**src/rtl/bus_cmd_pkg.sv**
```systemverilog
package bus_cmd_pkg;

    typedef enum logic [2:0] {
        ST_INTA  = 3'b000,
        ST_IORD  = 3'b001,
        ST_IOWR  = 3'b010,
        ST_HALT  = 3'b011,
        ST_FETCH = 3'b100,
        ST_MEMRD = 3'b101,
        ST_MEMWR = 3'b110,
        ST_PASS  = 3'b111
    } bus_stat_e;

    typedef enum logic [1:0] {
        PH_IDLE = 2'd0,
        PH_ADDR = 2'd1,
        PH_XFER = 2'd2
    } phase_e;

    typedef struct packed {
        logic mem_rd;
        logic mem_wr;
        logic io_rd;
        logic io_wr;
        logic inta;
        logic xfer;
        logic rx;
        logic io_side;
    } kind_dec_t;

    typedef struct packed {
        phase_e    phase;
        bus_stat_e kind;
        logic      age;
        logic      second;
        logic      ack_pend;
    } seq_t;

endpackage

```
**src/rtl/bus_cmd_decode.sv**
```systemverilog
module bus_cmd_decode
    import bus_cmd_pkg::*;
(
    input  bus_stat_e kind,
    output kind_dec_t dec
);
    always_comb begin
        dec = '0;
        case (kind)
            ST_INTA:  begin dec.inta   = 1'b1; dec.xfer = 1'b1; dec.rx = 1'b1; dec.io_side = 1'b1; end
            ST_IORD:  begin dec.io_rd  = 1'b1; dec.xfer = 1'b1; dec.rx = 1'b1; dec.io_side = 1'b1; end
            ST_IOWR:  begin dec.io_wr  = 1'b1; dec.xfer = 1'b1; dec.io_side = 1'b1; end
            ST_FETCH: begin dec.mem_rd = 1'b1; dec.xfer = 1'b1; dec.rx = 1'b1; end
            ST_MEMRD: begin dec.mem_rd = 1'b1; dec.xfer = 1'b1; dec.rx = 1'b1; end
            ST_MEMWR: begin dec.mem_wr = 1'b1; dec.xfer = 1'b1; end
            default:  dec = '0;
        endcase
    end
endmodule

```
**src/rtl/bus_cmd_settle.sv**
```systemverilog
module bus_cmd_settle #(
    parameter int SETTLE_CLKS = 2
) (
    input  logic clk,
    input  logic rst_n,
    input  logic release_in,
    output logic ready
);
    localparam int CNT_W = $clog2(SETTLE_CLKS + 1);
    localparam logic [CNT_W-1:0] CNT_MAX = CNT_W'(SETTLE_CLKS);

    logic [CNT_W-1:0] cnt_d, cnt_q;

    always_comb begin
        cnt_d = cnt_q;
        if (release_in)
            cnt_d = '0;
        else if (cnt_q != CNT_MAX)
            cnt_d = cnt_q + 1'b1;
    end

    always_ff @(posedge clk or negedge rst_n) begin
        if (!rst_n) cnt_q <= '0;
        else        cnt_q <= cnt_d;
    end

    assign ready = (cnt_q == CNT_MAX) && !release_in;

    // no readiness on the clock right after release falls
    a_r7_settle_wait: assert property (@(posedge clk) disable iff (!rst_n)
        (!release_in && $past(release_in)) |-> !ready);
endmodule

```
**src/rtl/bus_cmd_gen.sv**
```systemverilog
module bus_cmd_gen
    import bus_cmd_pkg::*;
#(
    parameter int SETTLE_CLKS = 2
) (
    input  logic       clk,
    input  logic       rst_n,
    input  logic [2:0] status,
    input  logic       io_bus_mode,
    input  logic       bus_release,
    input  logic       cmd_qual,
    output logic       ale,
    output logic       mem_rd,
    output logic       mem_wr,
    output logic       io_rd,
    output logic       io_wr,
    output logic       int_ack,
    output logic       cmd_oe,
    output logic       xcvr_en,
    output logic       xcvr_dir,
    output logic       cas_or_pden
);
    seq_t      seq_d, seq_q;
    kind_dec_t dec;
    bus_stat_e stat_in;
    logic      settle_ready;
    logic      cmd_ok;
    logic      in_xfer;
    logic      de_raw;

    assign stat_in = bus_stat_e'(status);

    bus_cmd_decode u_decode (
        .kind (seq_q.kind),
        .dec  (dec)
    );

    bus_cmd_settle #(.SETTLE_CLKS(SETTLE_CLKS)) u_settle (
        .clk        (clk),
        .rst_n      (rst_n),
        .release_in (bus_release),
        .ready      (settle_ready)
    );

    always_comb begin
        seq_d = seq_q;
        case (seq_q.phase)
            PH_IDLE: begin
                if (stat_in != ST_PASS) begin
                    seq_d.phase    = PH_ADDR;
                    seq_d.kind     = stat_in;
                    seq_d.age      = 1'b0;
                    seq_d.second   = seq_q.ack_pend && (stat_in == ST_INTA);
                    seq_d.ack_pend = 1'b0;
                end
            end
            PH_ADDR: begin
                seq_d.age   = 1'b0;
                seq_d.phase = (stat_in == ST_PASS) ? PH_IDLE : PH_XFER;
            end
            PH_XFER: begin
                if (stat_in == ST_PASS) begin
                    seq_d.phase    = PH_IDLE;
                    seq_d.ack_pend = (seq_q.kind == ST_INTA) && !seq_q.second;
                end else begin
                    seq_d.age = 1'b1;
                end
            end
            default: seq_d.phase = PH_IDLE;
        endcase
    end

    always_ff @(posedge clk or negedge rst_n) begin
        if (!rst_n) begin
            seq_q.phase    <= PH_IDLE;
            seq_q.kind     <= ST_PASS;
            seq_q.age      <= 1'b0;
            seq_q.second   <= 1'b0;
            seq_q.ack_pend <= 1'b0;
        end else begin
            seq_q <= seq_d;
        end
    end

    assign in_xfer = (seq_q.phase == PH_XFER);
    assign cmd_ok  = cmd_qual && (io_bus_mode || settle_ready);
    assign de_raw  = in_xfer && dec.xfer && (!dec.rx || seq_q.age);

    assign ale      = (seq_q.phase == PH_ADDR);
    assign mem_rd   = in_xfer && dec.mem_rd && cmd_ok;
    assign mem_wr   = in_xfer && dec.mem_wr && cmd_ok;
    assign io_rd    = in_xfer && dec.io_rd  && cmd_ok;
    assign io_wr    = in_xfer && dec.io_wr  && cmd_ok;
    assign int_ack  = in_xfer && dec.inta   && cmd_ok;
    assign cmd_oe   = io_bus_mode || !bus_release;
    assign xcvr_en  = de_raw && cmd_ok && (!io_bus_mode || !dec.io_side);
    assign xcvr_dir = !((seq_q.phase != PH_IDLE) && dec.rx);
    assign cas_or_pden = io_bus_mode ? (de_raw && cmd_ok && dec.io_side)
                                     : (ale && (seq_q.kind == ST_INTA) && seq_q.second);

    // never two commands at once
    a_r2_cmd_onehot: assert property (@(posedge clk) disable iff (!rst_n)
        $onehot0({mem_rd, mem_wr, io_rd, io_wr, int_ack}));

    // qualifier low blocks every command and data enable
    a_r5_qual_blocks: assert property (@(posedge clk) disable iff (!rst_n)
        !cmd_qual |-> ({mem_rd, mem_wr, io_rd, io_wr, int_ack, xcvr_en} == 6'b0));

    // the latch pulse lasts one clock
    a_r1_ale_single: assert property (@(posedge clk) disable iff (!rst_n)
        ale |=> !ale);

    // cascade enable only appears with the latch pulse
    a_r8_cas_with_ale: assert property (@(posedge clk) disable iff (!rst_n)
        (!io_bus_mode && cas_or_pden) |-> ale);

    // release in system-bus mode takes the commands off
    a_r6_release_blocks: assert property (@(posedge clk) disable iff (!rst_n)
        (!io_bus_mode && bus_release) |->
        (!cmd_oe && ({mem_rd, mem_wr, io_rd, io_wr, int_ack, xcvr_en} == 6'b0)));
endmodule

```
**config.mk**
```make
export PLATFORM = sky130hd
export DESIGN_NAME = bus_cmd_gen
export DESIGN_NICKNAME = d
export VERILOG_FILES = /design/src/rtl/bus_cmd_pkg.sv /design/src/rtl/bus_cmd_decode.sv /design/src/rtl/bus_cmd_settle.sv /design/src/rtl/bus_cmd_gen.sv
export SDC_FILE = /design/constraint.sdc
export NUM_CORES = 1
export LEC_CHECK = 0
export ABC_AREA = 1
export ABC_CLOCK_PERIOD_IN_PS = 2800
export BUFFER_PORTS_ARGS = -buffer_cell sky130_fd_sc_hd__buf_2
export CORE_UTILIZATION = 40
export DETAILED_ROUTE_END_ITERATION = 8
export RECOVER_POWER = 50
export SLEW_MARGIN = 20
export SYNTH_ARGS = -nofsm -noshare
export SYNTH_HDL_FRONTEND = slang
export SYNTH_HIERARCHICAL = 1
export SYNTH_SLANG_ARGS = --single-unit
```
**constraint.sdc**
```tcl
create_clock -name clk -period 2.8 [get_ports clk]
set_input_delay 0.28 -clock clk [delete_from_list [all_inputs] [get_ports clk]]
set_output_delay 0.28 -clock clk [all_outputs]
set_load 0.03 [all_outputs]
```
## After elaboration in Yosys (flattened, before gate mapping)

Cells that the tools add are included.

| operators by class | value |
|---|---|
| $add $sub $neg | 1 |
| equality and inequality tests | 14 |
| muxes and demuxes | 19 |
| reductions and logical operators | 47 |

Operators with widths:

| cell | count |
|---|---|
| 1-bit logical AND | 22 |
| 3-bit == test, second input constant | 4 |
| 1-bit 2-to-1 mux | 11 |
| 2-bit 2-to-1 mux | 4 |
| 8-bit 2-to-1 mux | 1 |
| 1-bit zero test | 6 |
| 3-bit zero test | 2 |
| 2-bit != test, second input constant | 3 |
| 2-bit case mux with 3 select lines | 1 |
| 3-bit AND reduction | 2 |
| 2-bit nonzero test | 3 |
| 6-bit OR reduction | 1 |
| 2-bit == test, second input constant | 2 |
| 1-bit logical OR | 4 |
| 2-bit AND reduction | 2 |
| 4-bit OR reduction | 1 |
| 3-bit by 1-bit == test with 1-bit output, second input constant | 1 |
| 3-bit by 2-bit == test with 1-bit output, second input constant | 1 |
| 3-bit != test, second input constant | 1 |
| 1-bit case mux with 3 select lines | 1 |
| 3-bit nonzero test | 1 |
| 3-bit OR reduction | 1 |
| 2-bit by 1-bit adder with 2-bit output, second input constant | 1 |
| 2-bit by 1-bit == test with 1-bit output, second input constant | 1 |
| 4 further kinds | 4 |

| word-level totals | value |
|---|---|
| register bits | 10 |
| input bits | 8 |
| word-level logic and storage cells | 87 |

## Depth between registers and ports, before layout

| logic depth | value |
|---|---|
| depth in word-level cells | 9 |
| depth in mapped cells | 8 |
| mapped depth without buffers | 8 |

## Cells and area by module

The synthesis kept the hierarchy.

Modules (own cells, without submodules):

| module | sequential area each (um^2) | cells an instance | times used | area an instance (um^2) |
|---|---|---|---|---|
| bus_cmd_gen | 203.9 | 72 | 1 | 478.0 |
| bus_cmd_settle | 50.0 | 14 | 1 | 108.9 |
| bus_cmd_decode | 0.0 | 12 | 1 | 46.3 |

## Worst setup path before layout

No wires, ideal clock.

| path | value |
|---|---|
| path kind | register to output |
| start point | register u_settle.cnt_q[0] |
| end point | output cas_or_pden |
| setup slack | 1.209 ns |
| data required time | 2.520 ns |
| stages on the path, launching flop included | 9 |
| data arrival time | 1.311 ns |
| path through | dfrtp_1 inv_1 ha_1 inv_2 nor2_1 o21ai_1 inv_1 nand3_1 nand2_1 |

| between the ends | value |
|---|---|
| longest elaborated chain between the ends | 7 |

Ends and longest elaborated chain:

| element | line | text |
|---|---|---|
| start: declaration | bus_cmd_settle.sv:12 | `logic [CNT_W-1:0] cnt_d, cnt_q;` |
| start signal: assignment | bus_cmd_settle.sv:24 | `else cnt_q <= cnt_d;` |
| 2-bit == test | bus_cmd_settle.sv:27 | `assign ready = (cnt_q == CNT_MAX) && !release_in;` |
| 1-bit logical AND | bus_cmd_settle.sv:27 |  |
| net settle_ready | bus_cmd_gen.sv:26 | `logic settle_ready;` |
| 1-bit logical OR | bus_cmd_gen.sv:86 | `assign cmd_ok = cmd_qual && (io_bus_mode \|\| settle_ready);` |
| 1-bit logical AND | bus_cmd_gen.sv:86 |  |
| 1-bit logical AND (2 in series) | bus_cmd_gen.sv:98 | `assign cas_or_pden = io_bus_mode ? (de_raw && cmd_ok && dec.io_side)` |
| 1-bit 2-to-1 mux | bus_cmd_gen.sv:98 |  |
| end: declaration | bus_cmd_gen.sv:21 | `output logic cas_or_pden` |

The timed path passes the listed nets, and every way through them passes these cells.

## Worst setup path after layout

Ends and elaborated chain as after synthesis.

==> impl_metrics.yaml <==
finish:
  diodes: 0
  num-nets-final: 130
  instances_no_fill: 135
  final.fill_count: 142
  drive_above_1_share: 0.233
  synthToLayoutAreaGrowth_pct: 22.1
  fin_area_um2: 773
yosys:
  avgSynthCellArea_um2: 6.46
  ys_types: 15
  ys_top_cells_by_count: "nand2_1 (31), nor2_1 (16), inv_1 (15)"
  synthCells: 98
  synth_most_common_cell: "nand2_1"
  synthTopCellsByArea: "dfrtp_1 (28%), nand2_1 (18%), dfstp_2 (12%)"
  synth-async-reset-ratio: 1.00
  synth_top_area_cell: "dfrtp_1"
  ys_warn_count: 6
  synth_edf_count: 0
  syn_area_um2: 633
  synthFlopType: "dfrtp_1"
  synth_fp_nets: 107
  synth_top_area_share: 0.277
  ys_seq_area_frac: 0.401
  synth-seq-cells: 10
power:
  vdd_drop_max_uv: 467
  p_int_uw: 408
  power_frac_seq: 0.346
  power.density_nw_per_um2: 991
  p_sw_frac: 0.467
  p_leak_uw: 0.000473
  p_clk_frac: 0.175
  switchingPower_uw: 358
  p_comb_frac: 0.479
  finalPower_uw: 766
setup_path:
  ff2ff_path_depth: 7
  path_max_fanout: 6
  critPathKind: "reg -> out"
  start_kind: "flop"
  cp.required_ps: 2520
  arrival_ps: 1730
  setup.worst_path.end_class: "primary output"
floorplanning:
  rows: 13
  ios: 18
  die_y_um: 41.8
  die_width_um: 41.8
  core_um2: 1380
  dieArea_um2: 1750
  start_util: 0.458
global_route:
  grt_pass1_wl_um: 2230
  antenna_found_initial: 0
  gr-total-overflow: 0
  grt_pass1_vias: 534
  grt_max_degree: 11
  grt_usage: 0.170
status:
  status: "complete, no violations"
run:
  cap_viol_max_count: 0
cts:
  clk_path_buf_depth: 2
  cts_buffers: 3
  cts_tree: "built"
  clkLatencyLatePin_ps: 270
  htree_num_levels: 1
  clkSinkCount: 10
  clk_pin_slew_ps: 80
  cts_resized: 0
  root_buffer: "clkbuf_4"
route:
  wl_um: 1250
  drc_errors: 0
  dr_total_vias: 633
  first_pass_iters: 4
  wl_per_cell_um: 9.29
  ant_nets: 0
  vias_per_cell: 4.69
  drtIter0Drc: 19
timing:
  skew_ps: 9.09
  setup_viol: 0
  rsz0062_at_grt: "false"
  max_freq_mhz: 498
  finalCriticalPeriod_ps: 2010
  slew_headroom: 0.636
  hold_viol: 0
  setup_tns_ps: 0
  drv_slew: 0
  period_share: 0.717
  worstMarginPinSlew_ps: 547
placement:
  placed_area_um2: 737
  dp_cells: 130
  portBuffers: 17
  globalplace.congestion: 0.783
  dp_hpwl_um: 1010
worst_hold_path:
  holdPathStages: 3
  hold_class: "in -> reg"
-- cell type report --
class                      instances  area (um2)  area share
clock buffer                       4        36.3      0.0469
timing repair buffer              18        92.6       0.120
inverter                          18        67.6      0.0874
multi-input combinational         70         304       0.393
sequential                        10         254       0.328
tap                               15        18.8      0.0243
-- flip-flops by register name, indices dropped and copies added (netlist names) --
name            flops
u_settle/cnt_q      2
seq_q               8
-- worst paths after layout --
check	start	end	slack (ps)
max in group asynchronous	rst_n	seq_q[5]	1930
worst min register to register	seq_q[0]	seq_q[0]	490
worst max-delay path	u_settle/cnt_q[0]	cas_or_pden	790
worst min-delay path	status[1]	seq_q[4]	240
min in group asynchronous	rst_n	seq_q[0]	490
worst max register to register	seq_q[7]	seq_q[0]	1520
-- cells by family after synthesis --
| group | share of synthesized area |
|---|---|
| buffers and inverters | 0.107 |
| flip-flops | 0.401 |
| AO/OA/AOI/OAI | 0.0237 |
| AND/OR/NAND/NOR | 0.449 |
| adder cells (fa/ha/maj) | 0.0198 |
-- power by group through the flow --
stage | registers, uW | clock network (uW) | logic [uW]
floorplan | 260 | 0 | 301
global placement | 272 | 0 | 370
detailed placement | 272 | 0 | 374
CTS | 269 | 135 | 378
global route | 275 | 146 | 426
finish | 265 | 134 | 367
-- worst max-delay path, stage by stage, from the launching register on --
cell	delay (ps)
dfrtp_1	340
inv_1	60
ha_1	220
inv_1	90
nor2_1	50
o21ai_1	310
inv_1	100
nand3_1	90
nand2_1	40
buf_2	170
-- metal layers --
metal | wire, um | GRT usage
met5 | 0 | 0
met4 | 8 | 0.0581
met3 | 70 | 0.0783
met2 | 514 | 0.244
met1 | 661 | 0.223
-- per-stage QoR --
| stage | util | worst slack (ps) | hold slack [ps] |
|---|---|---|---|
| after floorplan | - | 1210 | -15.6 |
| after global placement | 0.533 | 1110 | 150 |
| after detailed placement | 0.533 | 1080 | 153 |
| after CTS | 0.567 | 787 | 242 |
| after global routing | 0.559 | 552 | 249 |
| final | 0.559 | 793 | 241 |
-- layout by cell type (no fill, tap or decap), types with 3 or more instances in the layout --
| master | instances |
|---|---|
| nand2_1 | 31 |
| buf_2 | 15 |
| nand3_1 | 12 |
| clkbuf_4 | 3 |
| inv_1 | 16 |
| nor2_1 | 17 |
| dfstp_2 | 3 |
| dfrtp_1 | 7 |
-- repair_timing --
action | in CTS | in global routing
endpoints found under the hold margin | 7 | 0
hold buffers | 1 | 0
buffers inserted | 0 | 0
(Power assumes the default switching activity.)
